**src/rtl/rxc_pkg.sv**
```systemverilog
// Shared types for the receive buffer chaining engine.
package rxc_pkg;
    // Controller states: wait for a frame, fetch a buffer, take a chunk,
    // write bytes, discard the rest of a frame.
    typedef enum logic [2:0] {
        ST_IDLE  = 3'd0,
        ST_FETCH = 3'd1,
        ST_LOAD  = 3'd2,
        ST_MOVE  = 3'd3,
        ST_DROP  = 3'd4
    } rxc_state_e;
endpackage

```
**src/rtl/rxc_chunk_reg.sv**
```systemverilog
// Holds one received chunk and serves its bytes in lane order.
// Assumes: load and adv are never high together; a loaded chunk holds
// at least one byte.
module rxc_chunk_reg #(
    parameter int CHUNK_BYTES = 16,
    localparam int DATA_W = CHUNK_BYTES * 8,
    localparam int CNT_W  = $clog2(CHUNK_BYTES + 1),
    localparam int IDX_W  = $clog2(CHUNK_BYTES)
) (
    input  logic              clk,
    input  logic              rst_n,
    input  logic              load,
    input  logic [DATA_W-1:0] in_data,
    input  logic              in_last,
    input  logic [CNT_W-1:0]  in_cnt,
    input  logic              adv,
    output logic [7:0]        cur_byte,
    output logic              at_end,
    output logic              is_last
);
    logic [DATA_W-1:0] data_q;
    logic [CNT_W-1:0]  cnt_q;
    logic [IDX_W-1:0]  idx_q;
    logic              last_q;
    logic [7:0]        lane [CHUNK_BYTES];

    // Split the held chunk into byte lanes.
    for (genvar g = 0; g < CHUNK_BYTES; g++) begin : g_lane
        assign lane[g] = data_q[g*8 +: 8];
    end

    // Capture a chunk, or step to the next byte.
    always_ff @(posedge clk) begin
        if (!rst_n) begin
            data_q <= '0;
            cnt_q  <= '0;
            idx_q  <= '0;
            last_q <= 1'b0;
        end else if (load) begin
            data_q <= in_data;
            cnt_q  <= in_last ? in_cnt : CNT_W'(CHUNK_BYTES);
            idx_q  <= '0;
            last_q <= in_last;
        end else if (adv) begin
            idx_q  <= idx_q + IDX_W'(1);
        end
    end

    // Current byte and end-of-chunk flag.
    always_comb begin
        cur_byte = lane[idx_q];
        at_end   = (CNT_W'(idx_q) + CNT_W'(1)) == cnt_q;
        is_last  = last_q;
    end
endmodule

```
**src/rtl/rxc_buf_track.sv**
```systemverilog
// Tracks the current host buffer: base, length and bytes placed so far.
// Assumes: a buffer length is at least one byte.
module rxc_buf_track #(
    parameter int ADDR_W = 16,
    parameter int LEN_W  = 11
) (
    input  logic              clk,
    input  logic              rst_n,
    input  logic              open,
    input  logic [ADDR_W-1:0] base_in,
    input  logic [LEN_W-1:0]  size_in,
    input  logic              adv,
    output logic [ADDR_W-1:0] cur_addr,
    output logic [LEN_W-1:0]  fill_next,
    output logic              at_full
);
    logic [ADDR_W-1:0] base_q;
    logic [LEN_W-1:0]  size_q;
    logic [LEN_W-1:0]  fill_q;

    // Open a new buffer, or count a written byte.
    always_ff @(posedge clk) begin
        if (!rst_n) begin
            base_q <= '0;
            size_q <= '0;
            fill_q <= '0;
        end else if (open) begin
            base_q <= base_in;
            size_q <= size_in;
            fill_q <= '0;
        end else if (adv) begin
            fill_q <= fill_q + LEN_W'(1);
        end
    end

    // Address of the next byte; full when this byte is the buffer's last.
    always_comb begin
        cur_addr  = base_q + ADDR_W'(fill_q);
        fill_next = fill_q + LEN_W'(1);
        at_full   = (fill_next == size_q);
    end
endmodule

```
**src/rtl/rxc_ctrl.sv**
```systemverilog
// Sequencing for the chaining engine: descriptor fetch, chunk intake,
// byte moves, buffer close reports and frame discard.
// Assumes: ch_* and buf_* inputs describe the chunk and buffer in use.
module rxc_ctrl
    import rxc_pkg::*;
#(
    parameter int LEN_W = 11
) (
    input  logic             clk,
    input  logic             rst_n,
    input  logic             chk_valid,
    input  logic             chk_last_in,
    input  logic             desc_gnt,
    input  logic             desc_empty,
    input  logic             ch_end,
    input  logic             ch_last,
    input  logic             buf_full,
    input  logic [LEN_W-1:0] buf_fill_next,
    output logic             chk_ready,
    output logic             desc_req,
    output logic             wr_en,
    output logic             ch_load,
    output logic             buf_open,
    output logic             wb_valid,
    output logic             wb_sof,
    output logic             wb_eof,
    output logic             wb_err,
    output logic [LEN_W-1:0] wb_fill,
    output logic [LEN_W-1:0] wb_total
);
    rxc_state_e       st_q;
    logic             first_q;
    logic             pend_q;
    logic [LEN_W-1:0] total_q;

    // Handshake and datapath strobes decoded from the state.
    always_comb begin
        chk_ready = (st_q == ST_LOAD) || (st_q == ST_DROP);
        desc_req  = (st_q == ST_FETCH);
        wr_en     = (st_q == ST_MOVE);
        ch_load   = (st_q == ST_LOAD) && chk_valid;
        buf_open  = (st_q == ST_FETCH) && desc_gnt && !desc_empty;
    end

    // State transitions, frame counters and buffer report registers.
    always_ff @(posedge clk) begin
        if (!rst_n) begin
            st_q     <= ST_IDLE;
            first_q  <= 1'b0;
            pend_q   <= 1'b0;
            total_q  <= '0;
            wb_valid <= 1'b0;
            wb_sof   <= 1'b0;
            wb_eof   <= 1'b0;
            wb_err   <= 1'b0;
            wb_fill  <= '0;
            wb_total <= '0;
        end else begin
            wb_valid <= 1'b0;
            unique case (st_q)
                ST_IDLE: begin
                    if (chk_valid) begin
                        st_q    <= ST_FETCH;
                        first_q <= 1'b1;
                        pend_q  <= 1'b0;
                        total_q <= '0;
                    end
                end
                ST_FETCH: begin
                    if (desc_gnt) begin
                        if (desc_empty) begin
                            pend_q <= 1'b0;
                            if (pend_q && ch_last) begin
                                wb_valid <= 1'b1;
                                wb_sof   <= first_q;
                                wb_eof   <= 1'b1;
                                wb_err   <= 1'b1;
                                wb_fill  <= '0;
                                wb_total <= total_q;
                                st_q     <= ST_IDLE;
                            end else begin
                                st_q     <= ST_DROP;
                            end
                        end else begin
                            st_q <= pend_q ? ST_MOVE : ST_LOAD;
                        end
                    end
                end
                ST_LOAD: begin
                    if (chk_valid) begin
                        st_q   <= ST_MOVE;
                        pend_q <= 1'b1;
                    end
                end
                ST_MOVE: begin
                    total_q <= total_q + LEN_W'(1);
                    if (ch_end && ch_last) begin
                        wb_valid <= 1'b1;
                        wb_sof   <= first_q;
                        wb_eof   <= 1'b1;
                        wb_err   <= 1'b0;
                        wb_fill  <= buf_fill_next;
                        wb_total <= total_q + LEN_W'(1);
                        st_q     <= ST_IDLE;
                    end else if (buf_full) begin
                        wb_valid <= 1'b1;
                        wb_sof   <= first_q;
                        wb_eof   <= 1'b0;
                        wb_err   <= 1'b0;
                        wb_fill  <= buf_fill_next;
                        wb_total <= total_q + LEN_W'(1);
                        first_q  <= 1'b0;
                        pend_q   <= !ch_end;
                        st_q     <= ST_FETCH;
                    end else if (ch_end) begin
                        pend_q   <= 1'b0;
                        st_q     <= ST_LOAD;
                    end
                end
                ST_DROP: begin
                    if (chk_valid && chk_last_in) begin
                        wb_valid <= 1'b1;
                        wb_sof   <= first_q;
                        wb_eof   <= 1'b1;
                        wb_err   <= 1'b1;
                        wb_fill  <= '0;
                        wb_total <= total_q;
                        st_q     <= ST_IDLE;
                    end
                end
                default: st_q <= ST_IDLE;
            endcase
        end
    end
endmodule

```
**src/rtl/rx_chain_engine.sv**
```systemverilog
// Receive buffer chaining engine: writes chunked frame data byte by byte
// into a chain of host buffers and reports each buffer as it closes.
// Assumes: descriptor lengths are nonzero; a last chunk holds 1..CHUNK_BYTES.
module rx_chain_engine #(
    parameter int CHUNK_BYTES = 16,
    parameter int ADDR_W      = 16,
    parameter int LEN_W       = 11,
    localparam int DATA_W = CHUNK_BYTES * 8,
    localparam int CNT_W  = $clog2(CHUNK_BYTES + 1)
) (
    input  logic              clk,
    input  logic              rst_n,
    input  logic              chk_valid,
    output logic              chk_ready,
    input  logic [DATA_W-1:0] chk_data,
    input  logic              chk_last,
    input  logic [CNT_W-1:0]  chk_bytes,
    output logic              desc_req,
    input  logic              desc_gnt,
    input  logic              desc_empty,
    input  logic [ADDR_W-1:0] desc_base,
    input  logic [LEN_W-1:0]  desc_size,
    output logic              wr_en,
    output logic [ADDR_W-1:0] wr_addr,
    output logic [7:0]        wr_data,
    output logic              wb_valid,
    output logic              wb_sof,
    output logic              wb_eof,
    output logic              wb_err,
    output logic [LEN_W-1:0]  wb_fill,
    output logic [LEN_W-1:0]  wb_total
);
    logic             ch_load;
    logic             ch_end;
    logic             ch_last;
    logic             buf_open;
    logic             buf_full;
    logic [LEN_W-1:0] buf_fill_next;

    rxc_chunk_reg #(.CHUNK_BYTES(CHUNK_BYTES)) u_chunk (
        .clk      (clk),
        .rst_n    (rst_n),
        .load     (ch_load),
        .in_data  (chk_data),
        .in_last  (chk_last),
        .in_cnt   (chk_bytes),
        .adv      (wr_en),
        .cur_byte (wr_data),
        .at_end   (ch_end),
        .is_last  (ch_last)
    );

    rxc_buf_track #(.ADDR_W(ADDR_W), .LEN_W(LEN_W)) u_buf (
        .clk       (clk),
        .rst_n     (rst_n),
        .open      (buf_open),
        .base_in   (desc_base),
        .size_in   (desc_size),
        .adv       (wr_en),
        .cur_addr  (wr_addr),
        .fill_next (buf_fill_next),
        .at_full   (buf_full)
    );

    rxc_ctrl #(.LEN_W(LEN_W)) u_ctrl (
        .clk           (clk),
        .rst_n         (rst_n),
        .chk_valid     (chk_valid),
        .chk_last_in   (chk_last),
        .desc_gnt      (desc_gnt),
        .desc_empty    (desc_empty),
        .ch_end        (ch_end),
        .ch_last       (ch_last),
        .buf_full      (buf_full),
        .buf_fill_next (buf_fill_next),
        .chk_ready     (chk_ready),
        .desc_req      (desc_req),
        .wr_en         (wr_en),
        .ch_load       (ch_load),
        .buf_open      (buf_open),
        .wb_valid      (wb_valid),
        .wb_sof        (wb_sof),
        .wb_eof        (wb_eof),
        .wb_err        (wb_err),
        .wb_fill       (wb_fill),
        .wb_total      (wb_total)
    );
endmodule

```
**config.mk**
```make
export PLATFORM = sky130hd
export DESIGN_NAME = rx_chain_engine
export DESIGN_NICKNAME = d
export VERILOG_FILES = /design/src/rtl/rxc_pkg.sv /design/src/rtl/rxc_chunk_reg.sv /design/src/rtl/rxc_buf_track.sv /design/src/rtl/rxc_ctrl.sv /design/src/rtl/rx_chain_engine.sv
export SDC_FILE = /design/constraint.sdc
export NUM_CORES = 1
export LEC_CHECK = 0
export BUFFER_PORTS_ARGS = -buffer_cell sky130_fd_sc_hd__buf_2
export CAP_MARGIN = 20
export CORE_MARGIN = 3
export CORE_UTILIZATION = 55
export DETAILED_ROUTE_END_ITERATION = 6
export HOLD_SLACK_MARGIN = 0.12
export PLACE_DENSITY = 0.84
export SYNTH_ARGS = -nofsm -noshare
export SYNTH_HDL_FRONTEND = slang
export SYNTH_SLANG_ARGS = --single-unit
export TNS_END_PERCENT = 1
```
**constraint.sdc**
```tcl
create_clock -name clk -period 2.9 [get_ports clk]
set_input_delay 0.435 -clock clk [delete_from_list [all_inputs] [get_ports clk]]
set_output_delay 0.435 -clock clk [all_outputs]
set_load 0.05 [all_outputs]
```
==> impl_metrics.toml, run 1 <==
[outcome]
status = "finished, violations left"
violations = "setup timing"

[floorplan]
ios = 219
row_count = 49
die_h_microns = 143
initial_core_util_pct = 56.9
die_w_microns = 143
dieArea_sq_um = 20500
core-area_sq_um = 18200

[placement]
pre_cts_ws_ns = -0.265
io_buffers = 218
dp_hpwl_microns = 19700
globalplace.congestion = 0.931
placed_cell_area_sq_um = 11800

[clocking]
cts_tree = "done"
ctsHoldBuffers = 0
root_buffer = "clkbuf_16"
cts_buffer_depth = 3
cts_inserted_buffers = 23
cts.sinks = 218
clk_latency_ns = 0.50
path_clk_slew_ns = 0.07
cts_max_level = 1

[flow_run]
maxCapViolCount = 0

[sta]
hold_violations = 0
period_share_pct = 116
clock.fmax_ghz = 0.298
slew_headroom_pct = 54.9
tightest_slew_ns = 0.676
hold_slack_ns = 0.169
maxSlewViolCount = 0
finalSetupViolCount = 8
min_period_ns = 3.35
rsz0062_at_grt = "yes"
fin_skew_ns = 0.0219
fin_ws_ns = -0.453

[yosys]
ys_top_cells_by_count = "nand2_1 (390), dfxtp_1 (218), a21oi_1 (96)"
synth_adder_area_share_pct = 2.00
yosysWarnings = 0
synth_compound_area_share_pct = 16.7
syn_nets = 1410
synthCells = 1228
synthSimpleGateAreaFrac_pct = 21.3
synthXorXnorAreaFrac_pct = 5.12
synth_top_area_share_pct = 42.1
synth_edf_count = 0
avgSynthCellArea_sq_um = 8.44
post_synth_num_cell_types = 67
synth_top_flop_cell = "dfxtp_1"
synth_most_common_cell = "nand2_1"
synth-seq-cells = 218
muxShareOfSynthArea_pct = 8.90
seq_area_frac_synth_pct = 42.1
yosys.area.top_type = "dfxtp_1"
synth_area_sq_um = 10400
synth_top_family_by_area = "simple AND/OR/NAND/NOR gates"
synth_area_leaders = "dfxtp_1 (42%), nand2_1 (14%), mux4_2 (8.7%)"
async_reset_ff_share_pct = 0

[power_and_ir_drop]
p_clk_share_pct = 39.4
peakVddDrop_uv = 461
pwr-share-comb_pct = 15.6
power_frac_seq_pct = 45.1
intPower_mw = 5.21
netSwitchingFraction_pct = 27.4
powerDensity_nw_per_um2 = 560
switchingPower_mw = 1.96
p_leak_nw = 4.95

[hold_path]
hold_path_depth = 3
holdPathEnd = "u_chunk.data_q[106]"
hold_class = "primary input to register"
hp-start = "chk_data[106]"

[grt]
grt_pass1_vias = 9141
grt_max_degree = 82
grt.total_usage_pct = 26.7
grt_overflow_total = 0
grt_pass1_wl_microns = 44800
antenna_found_initial = 4

[worst_setup_path]
cp-start-kind = "register"
slowest_delay_ns = 0.37
crit_chain = "ha_4 > inv_2 > fa_2 > nor2b_4 > o21ai_2 > a21boi_2 > o21ai_2 > a211oi_2 > o31a_1 > o21ai_2 > xnor2_4 > buf_6"
reg2reg_depth = 12
cp_top_family = "compound AO/OA/AOI/OAI gates"
crit_arrival_ns = 2.92
crit_buf_inv = 2
reg2reg_to = "u_ctrl.wb_total[5]"
worstSetupPathType = "register to primary output"
slowest_stage = "fa_2"
cp.required_ns = 2.47
worstSetupEndpointType = "primary output"
rrSetupSlack_ns = 0.12
cp_max_fo = 3
r2r_start = "u_buf.fill_q[0]"
cpMostUsedCell = "o21ai_2"

[routing]
ant_nets = 0
routedWlPerCell_microns = 17.0
first_iter_violations = 689
drc_errors = 0
firstDrtPassIters = 5
wl_microns = 28400
vias = 9483
post_drt_via_cell_ratio = 5.65

[final_layout]
finish.instance_area_sq_um = 12800
fill_cells = 1377
area_growth_pct = 23.5
finalCoreUtilization_pct = 70.3
drive_gt1_share_pct = 26.6
seqCellArea_sq_um = 4370
multi_input_comb_area_sq_um = 5760
fin_nets = 1613
==> cell usage in the layout, fill, tap and decap left out, drive strengths merged, types with 4 or more instances in the layout <==
master / instances
nand2: 390
buf: 268
dfxtp: 218
a21oi: 97
a21boi: 95
nor2: 51
mux4: 40
o21ai: 36
clkbuf: 33
xnor2: 28
nand3: 25
xor2: 20
ha: 15
nand4: 13
inv: 12
nor3: 11
and3: 10
clkinv: 6
a21o: 5
or3: 5
a311oi: 5
nor2b: 5
o211a: 4
nand2b: 4
==> cell families after synthesis <==
family	count (synthesis)
AND/OR/NAND/NOR	529
multiplexers	42
buffers and inverters	102
adder cells (fa/ha/maj)	16
AO/OA/AOI/OAI	269
flip-flops	218
XOR/XNOR	52
==> layer usage <==
metal	routed length (microns)	GRT usage, %	share of wire, %	vias up
met2	13200	43.1	47	387
met1	12000	36.5	42	4435
met5	16	0	0.056	-
li1	-	-	-	4577
met3	2330	4.55	8.2	80
met4	816	9.37	2.9	4
==> power groups by stage <==
stage	clock network (mW)	logic [mW]	registers, mW
3_3_place_gp	0	1.07	3.29
2_1_floorplan	0	0.720	3.30
6_report	2.82	1.12	3.23
4_1_cts	2.86	1.10	3.23
5_1_grt	3.00	1.22	3.25
3_5_place_dp	0	1.09	3.29
==> final cells by class <==
| cell class | count | area share (%) |
|---|---|---|
| clock inverter | 7 | 0.499 |
| inverter | 12 | 0.352 |
| sequential | 218 | 34.1 |
| antenna | 2 | 0.0391 |
| tap | 229 | 2.24 |
| multi-input combinational | 908 | 45.0 |
| clock buffer | 33 | 5.10 |
| timing repair buffer | 268 | 12.6 |
==> sequential cells by signal, indices dropped and copies added, names as in the netlist, 4 cells and up <==
signal,cells
u_chunk.idx_q,4
u_chunk.data_q,128
u_chunk.cnt_q,5
u_ctrl.wb_total,11
u_buf.size_q,11
u_buf.fill_q,11
u_ctrl.total_q,11
u_buf.base_q,16
u_ctrl.wb_fill,11
==> worst reg2reg max path: cells and delay by family, from the launching register on <==
family	cells	cell delay, ns
AND/OR/NAND/NOR	4	0.83
flip-flops	1	0.34
buffers and inverters	3	0.48
adder cells (fa/ha/maj)	1	0.20
XOR/XNOR	2	0.27
AO/OA/AOI/OAI	2	0.57
==> stage by stage <==
step | cells | power (mW) | TNS (ns)
floorplan | 1228 | 4.02 | -0.0182
global placement | 1619 | 4.36 | -0.186
detailed placement | 1619 | 4.38 | -0.516
CTS | 1675 | 7.19 | -2.13
global route | 1677 | 7.46 | -3.27
finish | 1677 | 7.17 | -1.98
==> what timing repair did <==
item                                    CTS  global route
gates resized for setup                  31            17
gates cloned                              0             0
endpoints found under the setup margin   12            36
buffers inserted                         16             1
pin swaps                                13            10
==> worst max-delay path by stage <==
stage	to	slack, ns	start	cells past startpoint
5_1_grt	wr_addr[12]	-0.56	u_buf.fill_q[0]	12
4_1_cts	wr_addr[12]	-0.44	u_buf.base_q[0]	12
2_1_floorplan	wr_addr[10]	-0.02	u_buf.fill_q[0]	10
6_report	wr_addr[12]	-0.45	u_buf.fill_q[0]	12
3_5_place_dp	wr_addr[14]	-0.27	u_buf.base_q[0]	12
3_3_place_gp	wr_addr[14]	-0.09	u_buf.base_q[0]	12
(Power assumes the default switching activity.)
==> run 2: changes to the inputs <==
--- a/config.mk
+++ b/config.mk
@@ -7,11 +7,11 @@
 export LEC_CHECK = 0
 export BUFFER_PORTS_ARGS = -buffer_cell sky130_fd_sc_hd__buf_2
 export CAP_MARGIN = 20
-export CORE_MARGIN = 3
+export CORE_MARGIN = 2
 export CORE_UTILIZATION = 55
 export DETAILED_ROUTE_END_ITERATION = 6
 export HOLD_SLACK_MARGIN = 0.12
-export PLACE_DENSITY = 0.84
+export PLACE_DENSITY = 0.77
 export SYNTH_ARGS = -nofsm -noshare
 export SYNTH_HDL_FRONTEND = slang
 export SYNTH_SLANG_ARGS = --single-unit
==> run 2 against run 1 <==
Compared with the run above: the flow still finishes with violations (setup timing); first-iteration DRC count shrank 4.2%; global-route usage increased by 0.091 points; combinational power barely moved; non-clock buffer count is 18 lower; sequential power about the same; cell count down 0.30%.
==> impl_metrics.toml, run 2 (same netlist as run 1, synthesis figures left out) <==
[outcome]
violations = "setup timing"
status = "finished, violations left"

[placement]
dp_hpwl_microns = 18900
globalplace.congestion = 0.901
placed_cell_area_sq_um = 11700
dp.cells = 1618
pre_cts_ws_ns = -0.164
io_buffers = 218

[clocking]
ctsHoldBuffers = 0
cts_inserted_buffers = 24
root_buffer = "clkbuf_16"
cts.sinks = 218
clk_latency_ns = 0.51
cts_max_level = 1
path_clk_slew_ns = 0.06
cts_tree = "done"
cts_buffer_depth = 3

[sta]
hold_slack_ns = 0.158
min_period_ns = 3.27
fin_skew_ns = 0.0101
maxSlewViolCount = 0
finalSetupViolCount = 7
tightest_slew_ns = 0.694
finalSetupTns_ns = -1.27
period_share_pct = 113
fin_ws_ns = -0.368
rsz0062_at_grt = "yes"
hold_violations = 0
slew_headroom_pct = 53.7
clock.fmax_ghz = 0.306

[grt]
antenna_found_initial = 6
grt_max_degree = 95
grt_pass1_vias = 8740
grt_pass1_wl_microns = 43400
grt_overflow_total = 0
grt.total_usage_pct = 26.8

[floorplan]
row_count = 50
ios = 219
core-area_sq_um = 18600
die_h_microns = 141
dieArea_sq_um = 20000
initial_core_util_pct = 55.8
die_w_microns = 141

[worst_setup_path]
crit_buf_inv = 2
cp-start-kind = "register"
slowest_stage = "dfxtp_2"
slowest_delay_ns = 0.35
cp_max_fo = 3
cp.required_ns = 2.47
cp_top_family = "compound AO/OA/AOI/OAI gates"
crit_arrival_ns = 2.83
crit_chain = "ha_4 > inv_2 > fa_2 > nor2b_2 > o21ai_2 > a21boi_2 > o21ai_2 > a211oi_2 > o31a_1 > o21ai_2 > xnor2_4 > buf_6"
cpMostUsedCell = "o21ai_2"
worstSetupPathType = "register to primary output"
worstSetupEndpointType = "primary output"

[routing]
vias = 9195
routedWlPerCell_microns = 16.5
ant_nets = 0
firstDrtPassIters = 5
wl_microns = 27500
post_drt_via_cell_ratio = 5.50
drc_errors = 0
first_iter_violations = 660

[final_layout]
fin_nets = 1596
layout_commonest_cell = "nand2_1"
area_growth_pct = 22.8
largest-register = "u_chunk.data_q"
final_cell_mix = "nand2_1 (389), dfxtp_1 (212), buf_2 (207), a21oi_1 (95), a21boi_0 (94)"
final_cell_count_no_fill = 1672
finish.instance_area_sq_um = 12700
reg.largest.list = "u_chunk.data_q x128, u_buf.base_q x16"
drive_gt1_share_pct = 26.0
largest_reg_flops = 128

[power_and_ir_drop]
peakVddDrop_uv = 451
powerDensity_nw_per_um2 = 587
p_leak_nw = 4.90

[flow_run]
maxCapViolCount = 0

[hold_path]
hold_class = "primary input to register"
-- run 2: cell types whose count changed in the layout (fill, tap and decap cells not counted), moves of 3 or more --
cell        before  now
buf_4           47   30
clkbuf_1         6    2
clkinvlp_4       0    3
diode_2          2    6
-- run 2: report_power, final --
part | leakage, nW | internal, mW | switching (mW)
Sequential | 1.76 | 3.13 | 0.119
Clock | 0.406 | 1.90 | 1.23
Combinational | 2.73 | 0.419 | 0.667
-- run 2: timing repair --
item,CTS,global route
gates resized for setup,23,20
pin swaps,11,9
endpoints found under the hold margin,0,0
buffers inserted,3,1
gates cloned,0,0
setup endpoints to repair,10,33
-- run 2: worst min-delay path: stages --
cell	delay, ns
buf_2	0.09
nand2_1	0.04
a21oi_1	0.05
-- run 2: stage by stage --
step / power, mW / utilization (%)
floorplan: 4.02 / -
global placement: 4.36 / 63.2
detailed placement: 4.37 / 63.2
CTS: 7.49 / 68.1
global route: 7.75 / 68.5
finish: 7.47 / 68.5
-- run 2: final timing paths --
check,from,end,slack [ns],depth (start not counted)
worst max-delay path,u_buf.base_q[0],wr_addr[14],-0.37,12
worst min-delay path,chk_data[104],u_chunk.data_q[104],0.16,3
worst max register to register,u_buf.fill_q[0],u_ctrl.wb_total[3],0.17,12
worst min register to register,u_chunk.data_q[122],u_chunk.data_q[122],0.45,2
-- run 2: cell type report --
| class | count | area (sq um) |
|---|---|---|
| Antenna cell | 6 | 15.0 |
| Clock buffer | 33 | 716 |
| Clock inverter | 11 | 113 |
| Fill cell | 1551 | 5850 |
| Inverter | 12 | 45.0 |
| Multi-Input combinational cell | 908 | 5720 |
| Sequential cell | 218 | 4370 |
| Tap cell | 234 | 293 |
| Timing Repair Buffer | 250 | 1460 |
-- run 2: layer usage --
| metal | GRT usage [%] | wire length [microns] |
|---|---|---|
| met1 | 36.9 | 12300 |
| met2 | 43.7 | 12700 |
| met3 | 4.05 | 1790 |
| met4 | 8.79 | 728 |
| met5 | 0 | 0 |
